$ cat src/rtl/spi_flag_pkg.sv
// Package: shared types for the SPI status flag controller.
// Assumes the register select is two bits and that the control and
// status registers use only the low four bits of a data byte.
package spi_flag_pkg;

    typedef enum logic [1:0] {
        SEL_CTRL = 2'd0,
        SEL_STAT = 2'd1,
        SEL_DATA = 2'd2,
        SEL_NONE = 2'd3
    } reg_sel_e;

    // Control register, bit 0 first from the right
    typedef struct packed {
        logic fault_en;
        logic err_ie;
        logic tx_ie;
        logic rx_ie;
    } ctrl_t;

    // Status register, bit 0 first from the right
    typedef struct packed {
        logic mode_fault;
        logic overrun;
        logic tx_empty;
        logic rx_full;
    } stat_t;

    localparam int CTRL_W = $bits(ctrl_t);
    localparam int STAT_W = $bits(stat_t);

endpackage

$ cat src/rtl/spi_rx_path.sv
// Module: receive buffer with the receive-full and overrun flags.
// Holds one received byte. A new byte while full raises overrun and is
// dropped. Both flags clear through an armed status read followed by a
// data read. Assumes stat_rd and data_rd are never high together.
module spi_rx_path #(
    parameter int DATA_W = 8
) (
    input  logic              clk,
    input  logic              rst_n,
    input  logic              stat_rd,
    input  logic              data_rd,
    input  logic              rx_done,
    input  logic [DATA_W-1:0] rx_byte,
    output logic              rx_full,
    output logic              overrun,
    output logic [DATA_W-1:0] rx_data
);

    logic arm_full;
    logic arm_ovr;
    logic clr_full;
    logic clr_ovr;
    logic accept;

    assign clr_full = data_rd & arm_full;
    assign clr_ovr  = data_rd & arm_ovr;
    assign accept   = rx_done & (~rx_full | clr_full);

    // Arm bits remember the first step of each clear sequence
    always_ff @(posedge clk) begin
        if (!rst_n) begin
            arm_full <= 1'b0;
            arm_ovr  <= 1'b0;
        end else if (stat_rd) begin
            arm_full <= rx_full;
            arm_ovr  <= overrun;
        end else if (data_rd) begin
            arm_full <= 1'b0;
            arm_ovr  <= 1'b0;
        end
    end

    // Receive buffer and full flag: load when empty or being emptied
    always_ff @(posedge clk) begin
        if (!rst_n) begin
            rx_full <= 1'b0;
            rx_data <= '0;
        end else if (accept) begin
            rx_full <= 1'b1;
            rx_data <= rx_byte;
        end else if (clr_full) begin
            rx_full <= 1'b0;
        end
    end

    // Overrun flag: set on a dropped byte, cleared by armed data read
    always_ff @(posedge clk) begin
        if (!rst_n) begin
            overrun <= 1'b0;
        end else if (rx_done && !accept) begin
            overrun <= 1'b1;
        end else if (clr_ovr) begin
            overrun <= 1'b0;
        end
    end

endmodule

$ cat src/rtl/spi_tx_path.sv
// Module: transmit buffer with the transmit-empty flag.
// A data write is taken only while the buffer is empty. The shift engine
// empties it with a load pulse. Assumes the engine pulses load only while
// a byte is pending; a load pulse while empty is ignored.
module spi_tx_path #(
    parameter int DATA_W = 8
) (
    input  logic              clk,
    input  logic              rst_n,
    input  logic              data_wr,
    input  logic [DATA_W-1:0] wdata,
    input  logic              tx_load,
    output logic              tx_empty,
    output logic [DATA_W-1:0] tx_byte
);

    // Buffer fill by the bus, drain by the shift engine
    always_ff @(posedge clk) begin
        if (!rst_n) begin
            tx_empty <= 1'b1;
            tx_byte  <= '0;
        end else if (tx_empty) begin
            if (data_wr) begin
                tx_empty <= 1'b0;
                tx_byte  <= wdata;
            end
        end else if (tx_load) begin
            tx_empty <= 1'b1;
        end
    end

endmodule

$ cat src/rtl/spi_mode_fault.sv
// Module: mode fault detector and flag.
// A slave faults on SS high during a transfer. A master faults on SS low
// at any time. Both need detection enabled. The flag is sticky and
// clears only through an armed status read followed by a control write.
// A fault condition in the clearing cycle wins over the clear.
module spi_mode_fault (
    input  logic clk,
    input  logic rst_n,
    input  logic stat_rd,
    input  logic ctrl_wr,
    input  logic fault_en,
    input  logic is_master,
    input  logic ss_in,
    input  logic busy,
    output logic mode_fault
);

    logic arm;
    logic fault_now;

    assign fault_now = fault_en & (is_master ? ~ss_in : (ss_in & busy));

    // Arm bit for the two-step clear
    always_ff @(posedge clk) begin
        if (!rst_n) begin
            arm <= 1'b0;
        end else if (stat_rd) begin
            arm <= mode_fault;
        end else if (ctrl_wr) begin
            arm <= 1'b0;
        end
    end

    // Sticky fault flag
    always_ff @(posedge clk) begin
        if (!rst_n) begin
            mode_fault <= 1'b0;
        end else if (fault_now) begin
            mode_fault <= 1'b1;
        end else if (ctrl_wr && arm) begin
            mode_fault <= 1'b0;
        end
    end

endmodule

$ cat src/rtl/spi_flag_ctl.sv
// Module: top of the SPI status flag and interrupt controller.
// Decodes bus accesses into side-effect strobes and holds the control
// register. Muxes read data and forms the interrupt requests. Assumes
// single-cycle bus strobes, and DATA_W no smaller than the control and
// status widths.
module spi_flag_ctl #(
    parameter int DATA_W = 8
) (
    input  logic              clk,
    input  logic              rst_n,
    input  logic [1:0]        bus_sel,
    input  logic              bus_rd,
    input  logic              bus_wr,
    input  logic [DATA_W-1:0] bus_wdata,
    output logic [DATA_W-1:0] bus_rdata,
    input  logic              eng_rx_done,
    input  logic [DATA_W-1:0] eng_rx_byte,
    input  logic              eng_tx_load,
    input  logic              eng_busy,
    input  logic              is_master,
    input  logic              ss_in,
    output logic [DATA_W-1:0] tx_byte,
    output logic              irq_rx,
    output logic              irq_tx,
    output logic              irq_err,
    output logic              ss_gpio_free
);
    import spi_flag_pkg::*;

    localparam int CW = CTRL_W;
    localparam int SW = STAT_W;

    reg_sel_e          sel;
    ctrl_t             ctrl_q;
    stat_t             stat;
    logic              stat_rd;
    logic              data_rd;
    logic              data_wr;
    logic              ctrl_wr;
    logic [DATA_W-1:0] rx_data;

    assign sel     = reg_sel_e'(bus_sel);
    assign stat_rd = bus_rd & (sel == SEL_STAT);
    assign data_rd = bus_rd & (sel == SEL_DATA);
    assign data_wr = bus_wr & (sel == SEL_DATA);
    assign ctrl_wr = bus_wr & (sel == SEL_CTRL);

    // Control register written by the bus
    always_ff @(posedge clk) begin
        if (!rst_n) begin
            ctrl_q <= '0;
        end else if (ctrl_wr) begin
            ctrl_q <= ctrl_t'(bus_wdata[CW-1:0]);
        end
    end

    spi_rx_path #(.DATA_W(DATA_W)) u_rx (
        .clk     (clk),
        .rst_n   (rst_n),
        .stat_rd (stat_rd),
        .data_rd (data_rd),
        .rx_done (eng_rx_done),
        .rx_byte (eng_rx_byte),
        .rx_full (stat.rx_full),
        .overrun (stat.overrun),
        .rx_data (rx_data)
    );

    spi_tx_path #(.DATA_W(DATA_W)) u_tx (
        .clk      (clk),
        .rst_n    (rst_n),
        .data_wr  (data_wr),
        .wdata    (bus_wdata),
        .tx_load  (eng_tx_load),
        .tx_empty (stat.tx_empty),
        .tx_byte  (tx_byte)
    );

    spi_mode_fault u_mf (
        .clk        (clk),
        .rst_n      (rst_n),
        .stat_rd    (stat_rd),
        .ctrl_wr    (ctrl_wr),
        .fault_en   (ctrl_q.fault_en),
        .is_master  (is_master),
        .ss_in      (ss_in),
        .busy       (eng_busy),
        .mode_fault (stat.mode_fault)
    );

    // Read data mux, free of side effects
    always_comb begin
        bus_rdata = '0;
        case (sel)
            SEL_CTRL: bus_rdata[CW-1:0] = ctrl_q;
            SEL_STAT: bus_rdata[SW-1:0] = stat;
            SEL_DATA: bus_rdata         = rx_data;
            default:  bus_rdata         = '0;
        endcase
    end

    // Interrupt requests and SS release
    assign irq_rx       = stat.rx_full & ctrl_q.rx_ie;
    assign irq_tx       = stat.tx_empty & ctrl_q.tx_ie;
    assign irq_err      = (stat.overrun | stat.mode_fault) & ctrl_q.err_ie;
    assign ss_gpio_free = is_master & ~ctrl_q.fault_en;

endmodule

$ cat config.mk
export PLATFORM = sky130hd
export DESIGN_NAME = spi_flag_ctl
export DESIGN_NICKNAME = d
export VERILOG_FILES = /design/src/rtl/spi_flag_pkg.sv /design/src/rtl/spi_rx_path.sv /design/src/rtl/spi_tx_path.sv /design/src/rtl/spi_mode_fault.sv /design/src/rtl/spi_flag_ctl.sv
export SDC_FILE = /design/constraint.sdc
export NUM_CORES = 1
export LEC_CHECK = 0
export BUFFER_PORTS_ARGS = -buffer_cell sky130_fd_sc_hd__buf_2
export CAP_MARGIN = 10
export CORE_MARGIN = 1.5
export CORE_UTILIZATION = 53
export DETAILED_ROUTE_END_ITERATION = 6
export PLACE_DENSITY = 0.93
export SLEW_MARGIN = 20
export SYNTH_ARGS = -nofsm -noshare
export SYNTH_HDL_FRONTEND = slang
export SYNTH_SLANG_ARGS = --single-unit
$ cat constraint.sdc
create_clock -name clk -period 1.77 [get_ports clk]
set_clock_uncertainty 0.05 [all_clocks]
set_input_delay 0.0885 -clock clk [delete_from_list [all_inputs] [get_ports clk]]
set_output_delay 0.0885 -clock clk [all_outputs]
set_load 0.05 [all_outputs]
==> results of run 1 <==
-- cell usage in the layout (no fill, tap or decap), types with 9 or more instances in the layout --
cell type	Yosys	final
sky130_fd_sc_hd__a31oi_1	9	9
sky130_fd_sc_hd__nand3_1	10	10
sky130_fd_sc_hd__buf_2	5	46
sky130_fd_sc_hd__nand2_1	24	24
sky130_fd_sc_hd__dlygate4sd3_1	0	17
sky130_fd_sc_hd__dfxtp_1	27	27
sky130_fd_sc_hd__mux2i_1	9	9
sky130_fd_sc_hd__a21oi_1	11	11
-- worst paths after layout --
path | from | to | slack (ns) | cells after the start
min reg2reg | u_tx.tx_byte[5] | u_tx.tx_byte[5] | 0.41 | 2
min | bus_rd | u_mf.arm | 0.09 | 3
max | u_rx.overrun | bus_rdata[2] | 0.28 | 3
max reg2reg | u_rx.arm_full | u_rx.rx_data[1] | 0.48 | 4
-- state kept, by name (all words and copies together) (netlist names) --
signal	flops
u_rx.rx_data	8
u_rx.overrun	1
u_tx.tx_byte	8
u_tx.tx_empty	1
u_rx.arm_ovr	1
u_mf.arm	1
ctrl_q	4
u_mf.mode_fault	1
u_rx.arm_full	1
u_rx.rx_full	1
-- kinds of logic (layout without fill, tap and decap cells) --
kind of cell / after synthesis / in the layout / share of synthesized area
buffers and inverters: 15 / 71 / 0.0578
and+or+nand+nor: 76 / 76 / 0.307
DFF: 27 / 27 / 0.384
AOI/OAI and AO/OA: 42 / 42 / 0.188
muxes: 9 / 9 / 0.0640
-- worst register-to-register path: stages (launching register included) --
cell and delay [ns]:
sky130_fd_sc_hd__dfxtp_1 0.36, sky130_fd_sc_hd__and4b_1 0.35, sky130_fd_sc_hd__buf_4 0.23, sky130_fd_sc_hd__nand4_1 0.11, sky130_fd_sc_hd__o211ai_1 0.11
-- stage by stage --
| stage | utilization | total power [mW] | hold slack [ns] |
|---|---|---|---|
| 6_report | 0.726 | 1.19 | 0.0884 |
| 5_1_grt | 0.726 | 1.25 | 0.0806 |
| 4_1_cts | 0.726 | 1.18 | 0.0822 |
| 3_5_place_dp | 0.647 | 0.898 | 0.291 |
| 3_3_place_gp | 0.647 | 0.893 | 0.286 |
| 2_1_floorplan | - | 0.826 | 0.175 |
-- final cells by class --
class                      count  share of cell area
multi-input combinational    127               0.433
sequential                    27               0.298
timing repair buffer          65               0.229
tap                           30              0.0207
clock buffer                   3              0.0124
inverter                       2             0.00414
clock inverter                 1             0.00276
-- cells in the mapped netlist (all sizes together) --
library cell / number / area share
a2bb2oi: 1 / 0.0062
a21boi: 2 / 0.011
o21a: 4 / 0.021
nand4b: 3 / 0.019
and2: 7 / 0.031
dfxtp: 27 / 0.38
nand2: 24 / 0.064
clkinv: 1 / 0.0027
nand3: 10 / 0.036
buf: 9 / 0.042
nand4: 8 / 0.036
and3b: 8 / 0.050
inv: 1 / 0.0027
o21ai: 6 / 0.021
mux2i: 9 / 0.064
nor2: 8 / 0.021
nand2b: 2 / 0.0089
a21oi: 11 / 0.039
nand3b: 1 / 0.0053
nor2b: 2 / 0.0089
clkbuf: 4 / 0.011
nor3b: 1 / 0.013
o211ai: 8 / 0.043
and4b: 2 / 0.014
a31oi: 9 / 0.040
a31o: 1 / 0.0062
-- metal layers --
metal  track usage  wire length [µm]  vias up  part of all wire
met3        0.0383               135        4             0.040
met4        0.0833                31        0            0.0091
met1         0.290              1500      675              0.44
met5             0                 0        -                 0
met2         0.446              1740       43              0.51
li1              -                 -      728                 -
-- report_power, final --
group	switching (mW)	total, mW	leakage, nW	internal [mW]
Clock	0.184	0.269	0.0177	0.0848
Combinational	0.157	0.259	0.551	0.102
Sequential	0.0211	0.657	0.220	0.636
==> results.txt, run 1 <==
The run finished with clean final reports. The average wire per standard cell works out to 13.4 µm. The number of top-level pins is 47. Count of unique library cells instantiated by Yosys: 29. The tools report the post-CTS setup buffer count as 0. The effective utilization at floorplan was 0.563; the maximum root-to-sink buffer count was 2. The highest clock frequency the design can meet came out at 0.669 GHz. After clock tree synthesis, the repair step resized 0 gates.

The die span in x is 54.5 µm, and the total CTS buffers is 3. The signal on the critical path passes through mux2i_1, o21ai_0, buf_2. The sequential share of the synthesized area was 0.384.

For the number of global-route vias before repair, the log shows 1219. At the worst endpoint, the required time is 1.63 ns. Once detailed placement completed, the half-perimeter wirelength came to 2.25 mm. Summed over all cells, the static leakage comes to 0.789 nW. The maximum single-stage delay on the critical path is 0.41 ns. The run gives 1410 µm² as the netlist area before placement. Once placement completed, the tool counted placed cells totaling 234.

Timing analysis after detailed placement gives a worst setup slack of 0.363 ns. Setup violations remaining at the end of the flow were counted as 0. The number of fillers in the final layout was 205; the buffers plus inverters on the worst setup path was 1. The final net count is 253, and the period utilization is 0.845. The count of buffers added on input and output ports is 46.

The worst setup path is captured at an output pin. The class of the most critical hold timing path was input pin to flop. The number of antenna violations at the first check in global routing is 0.

The tools report the total count of hold-check failures in the final report as 0. For the headroom to the max-slew limit, the log shows 0.676. Clock-pin slew was measured on the worst setup and hold paths at 0.15 ns. The logs give 570 µV for the worst voltage drop across the vdd grid and 0 ns for the final sum of negative setup slack. The count of placed standard cells in the final layout, fillers left out was 255; the overall via count from detail_route was 1450. The multi-input combinational cell area was 786 µm²; the DRC violation total after the first TritonRoute iteration was 29. The first global-routing pass estimated 5.24 mm of wire. The overall global routing resource usage is 0.245, and the area added between synthesis and finish is 28.9%. Measured along the y axis, the die boundary spans 54.5 µm. Setup repair after global routing left no endpoint under its margin.

The register bit total from synthesis is 27. The final antenna-violating net count came out at 0. The row count was 18. CTS placed an instance of sky130_fd_sc_hd__clkbuf_4 at the clock tree root. The final global-route overflow total came out at 0. The tools report the launching element type of the critical path as a flop. The deepest level of the CTS H-tree is 1. For the count of antenna diodes in the layout, the log shows 0.

The share of layout cells above drive strength 1 came out at 0.240. Yosys printed 0 warnings. The placed instances occupy a cell area of 1620 µm². After detailed routing, the number of remaining DRC violations is 0. Slowest cell on the critical path: sky130_fd_sc_hd__dfxtp_1. For the number of hold buffers added after CTS, the log shows 17. The die covers 2970 µm².

The pin count of the biggest net entering global routing was 33; the total count of max-transition violations in the final report was 0. The number of sinks driven by the clock tree was 27; the synthesized net count was 196. The sequential cells in the finished layout cover a total of 541 µm². The synthesized area per cell was 8.33 µm².

The cell count after synthesis came out at 169. Among cell families on the critical path, the largest total delay comes from flip-flops. The clock reaches the later pin of the worst-skew pair after 0.33 ns.

The total power density per cell area is 653 nW/µm², and the placeable core area is 2500 µm². The detail-routed via count per cell was 5.69; the number of iterations in the first detailed-routing pass was 4. The data arrival time at the worst-slack endpoint is 1.36 ns. Counting I/O delays and the setup requirement, the final critical path takes 1.49 ns. The worst path setup slack after routing is 0.275 ns.

After detailed routing, the total wire length is 3.41 mm. TritonCTS built the clock tree. The maximum fanout encountered on the critical timing path was 4; the final estimated routing congestion in global placement was 0.745. At the pin with the least slew margin, the transition time is 0.486 ns. For the number of maximum-capacitance violations, the log shows 0. The area of all placed cells without fillers came out at 1810 µm². The start-to-end type of the worst setup path was flop to output pin.
No activity file was read; power rests on OpenSTA's default activity.
==> run 2, diff against run 1 <==
Settings changed: CORE_UTILIZATION 53 to 45, PLACE_DENSITY 0.93 to 0.85.
Clock period 1.77 ns to 1.37 ns, I/O delays scaled along.
==> run 2 against run 1 <==
Net effect: routed wire length is 3.9% higher; combinational power is 36% higher; via count about the same; worst hold slack lost 0.055 ns; design area up 4.3%; first-iteration DRC count increased to 2.8 times the previous value; total power increased by 31%; sequential power is 30% higher; die area up 17%; flip-flop and latch count is the same; clock-buffer cell count did not move.
==> results.txt, run 2 (synthesized netlist as in run 1, its figures left out) <==
The run finished with clean final reports. For the highest clock frequency the design can meet, the log shows 0.775 GHz. The total setup violations reported at the end of the flow is 0. Across the run, the number of max-cap violations was 0.

The tools report the endpoint of the worst-slack reg-to-reg timing path as u_tx.tx_byte[2]. In this run the worst path has a maximum fanout of 4. Fill cells in the final layout number 252.

The critical path in this run is classified as flop to output pin. Buffers plus inverters on the worst setup path: 1. In this run the deepest clock path goes through 2 buffers. Entering global routing, the biggest net connects 20 pins. The HPWL after detailed placement is 2.30 mm. The average wire per standard cell is 13.5 µm. For the deepest level of the CTS H-tree, the log shows 1. The final core utilization was 0.630.

The die is 58.9 µm tall. The floorplan step defined a core boundary enclosing 3000 µm². The later-pin clock latency in the skew report was 0.33 ns.

For the final net count, the log shows 257. The clock transition at the registers of the reported paths is 0.14 ns. For the number of antenna violations at the first check in global routing, the log shows 0. The tightest min-delay check is of the input pin to flop type. TritonCTS built the clock tree. The period utilization was 0.942. Setup total negative slack on the finished layout was measured at 0 ns. In this run the register-to-register setup slack is 0.16 ns. The worst voltage drop across the vdd grid came out at 298 µV.

STA classifies the critical path startpoint as a flop. The number of global-route vias before repair is 1249, and the total power consumption of the routed design is 1.56 mW. The logs give 0 for the total count of hold-check failures in the final report and 1449 for the overall via count from detail_route.

In the final layout, the registers with the most flip-flops are u_rx.rx_data (8), u_tx.tx_byte (8), ctrl_q (4). In the final layout, the multi-input gates occupy 790 µm². The number of iterations in the first detailed-routing pass came out at 4.

The detailed router finished its first iteration with 82 violations. Setup repair after global routing left no endpoint under its margin. The tools report the effective utilization at floorplan as 0.469. The first global-routing pass estimated 5.83 mm of wire. The tools report the overall global routing resource usage as 0.218. The category of cells accounting for the largest share of critical-path delay was flip-flops. The DRC violation count after routing came out at 0. Summed over all layers, the routed wires come to 3.54 mm. For this design the top-level I/O count stands at 47. Leaving out fill and tap cells, the most frequent cells in the layout are 42 x sky130_fd_sc_hd__buf_2, 24 x sky130_fd_sc_hd__nand2_1, 23 x sky130_fd_sc_hd__dfxtp_1. The CTS root buffer was sky130_fd_sc_hd__clkbuf_4. The endpoint class of the critical path is an output pin. The run gives 0.309 as the met1 track demand over resource. The reg-to-reg startpoint is u_tx.tx_empty.

The die span in x came out at 58.9 µm. At the end of routability-driven placement, the weighted congestion stood at 0.739. STA puts the critical path data required time at 1.25 ns. The share of layout cells above drive strength 1 is 0.275, and the met3 usage in global routing is 0.0242. The run gives 0.812 nW as the static leakage. Across the whole layout, storage elements account for 548 µm². Once detail routing completed, the nets flagged for antenna violations numbered 0. The count of port buffers added during placement is 46, and the headroom to the max-slew limit is 0.722.

The most crowded layer after global routing was met2. Dividing total power by cell area gives a power density of 823 nW/µm². The run gives 0.325 as the global routing usage on met2. The detail-routed via count per cell works out to 5.53. The signal on the critical path passes through mux2i_1, o21ai_2, buf_6. The run gives 0 as the final global-route overflow total. The number of cells on the worst reg-to-reg path was 3; the number of cells on the worst hold path was 2.

The number of sinks driven by the clock tree is 27, and the area added between synthesis and finish is 34.4%. The final critical delay including setup and external delays is 1.29 ns. On the final layout, the worst hold slack is 0.0336 ns.

The library cell used most frequently in the layout, excluding fill and tap cells, is sky130_fd_sc_hd__buf_2. The logs give 20 for the row count and 3 for the total CTS buffers. Data arrives at the worst endpoint at 1.17 ns.

The number of antenna diodes in the final layout is 0. Total count of max-transition violations in the final report: 0. The slowest cell on the critical path was sky130_fd_sc_hd__dfxtp_1. The tools report the worst-case hold path end point as u_rx.rx_full. The tools report the start point of the worst min-delay path as rst_n. Die area: 3470 µm². For the pin with the worst max-slew slack, the measured transition is 0.416 ns. On the worst path, the slowest cell contributes a delay of 0.41 ns.
run 2: cell types whose count changed in the layout (fill, tap and decap cells not counted), moves of 2 or more:
cell	change
sky130_fd_sc_hd__buf_2	-4
sky130_fd_sc_hd__buf_4	+4
sky130_fd_sc_hd__dfxtp_1	-4
sky130_fd_sc_hd__dfxtp_2	+3
sky130_fd_sc_hd__o21ai_0	-3
sky130_fd_sc_hd__buf_6	+2
sky130_fd_sc_hd__o21ai_1	+2
run 2: power breakdown:
group / switching [mW] / leakage [nW] / internal [mW]
sequential: 0.0287 / 0.221 / 0.822
combinational: 0.207 / 0.576 / 0.146
clock: 0.240 / 0.0139 / 0.112
total: 0.476 / 0.812 / 1.08
run 2: worst max path at each step:
stage | start | to | slack, ns | cells past startpoint
finish | u_rx.overrun | bus_rdata[2] | 0.08 | 3
global route | ctrl_q[0] | bus_rdata[0] | 0.02 | 3
CTS | u_rx.rx_full | bus_rdata[0] | 0.003 | 3
detailed placement | u_rx.rx_full | u_rx.rx_data[4] | 0.1 | 3
global placement | u_rx.rx_full | u_rx.rx_data[6] | 0.09 | 3
floorplan | u_rx.rx_full | bus_rdata[0] | -0.19 | 3
run 2: repair_timing:
action                     CTS  global route
hold buffers                17             0
hold endpoints to repair    21             0
setup buffers                0             0
resized for setup            3            10
setup endpoints to repair    3             4
run 2: through the flow:
stage | worst slack, ns | cell area [µm²] | std cells
after detailed placement | 0.0968 | 1660 | 241
after CTS | 0.00261 | 1870 | 262
after global placement | 0.0947 | 1660 | 241
after global routing | 0.0156 | 1890 | 262
final | 0.0797 | 1890 | 262
after floorplan | -0.189 | 1410 | 169
run 2: cell type report:
class / instances / area share
sequential: 27 / 0.290
inverter: 2 / 0.00397
clock buffer: 3 / 0.0119
tap: 33 / 0.0218
multi-input combinational: 127 / 0.417
timing repair buffer: 69 / 0.251
clock inverter: 1 / 0.00397
run 2: routing by layer:
layer / part of all wire / vias to the layer above
li1: - / 732
met4: 0.025 / 0
met2: 0.47 / 39
met3: 0.036 / 6
met5: 0 / -
met1: 0.47 / 672
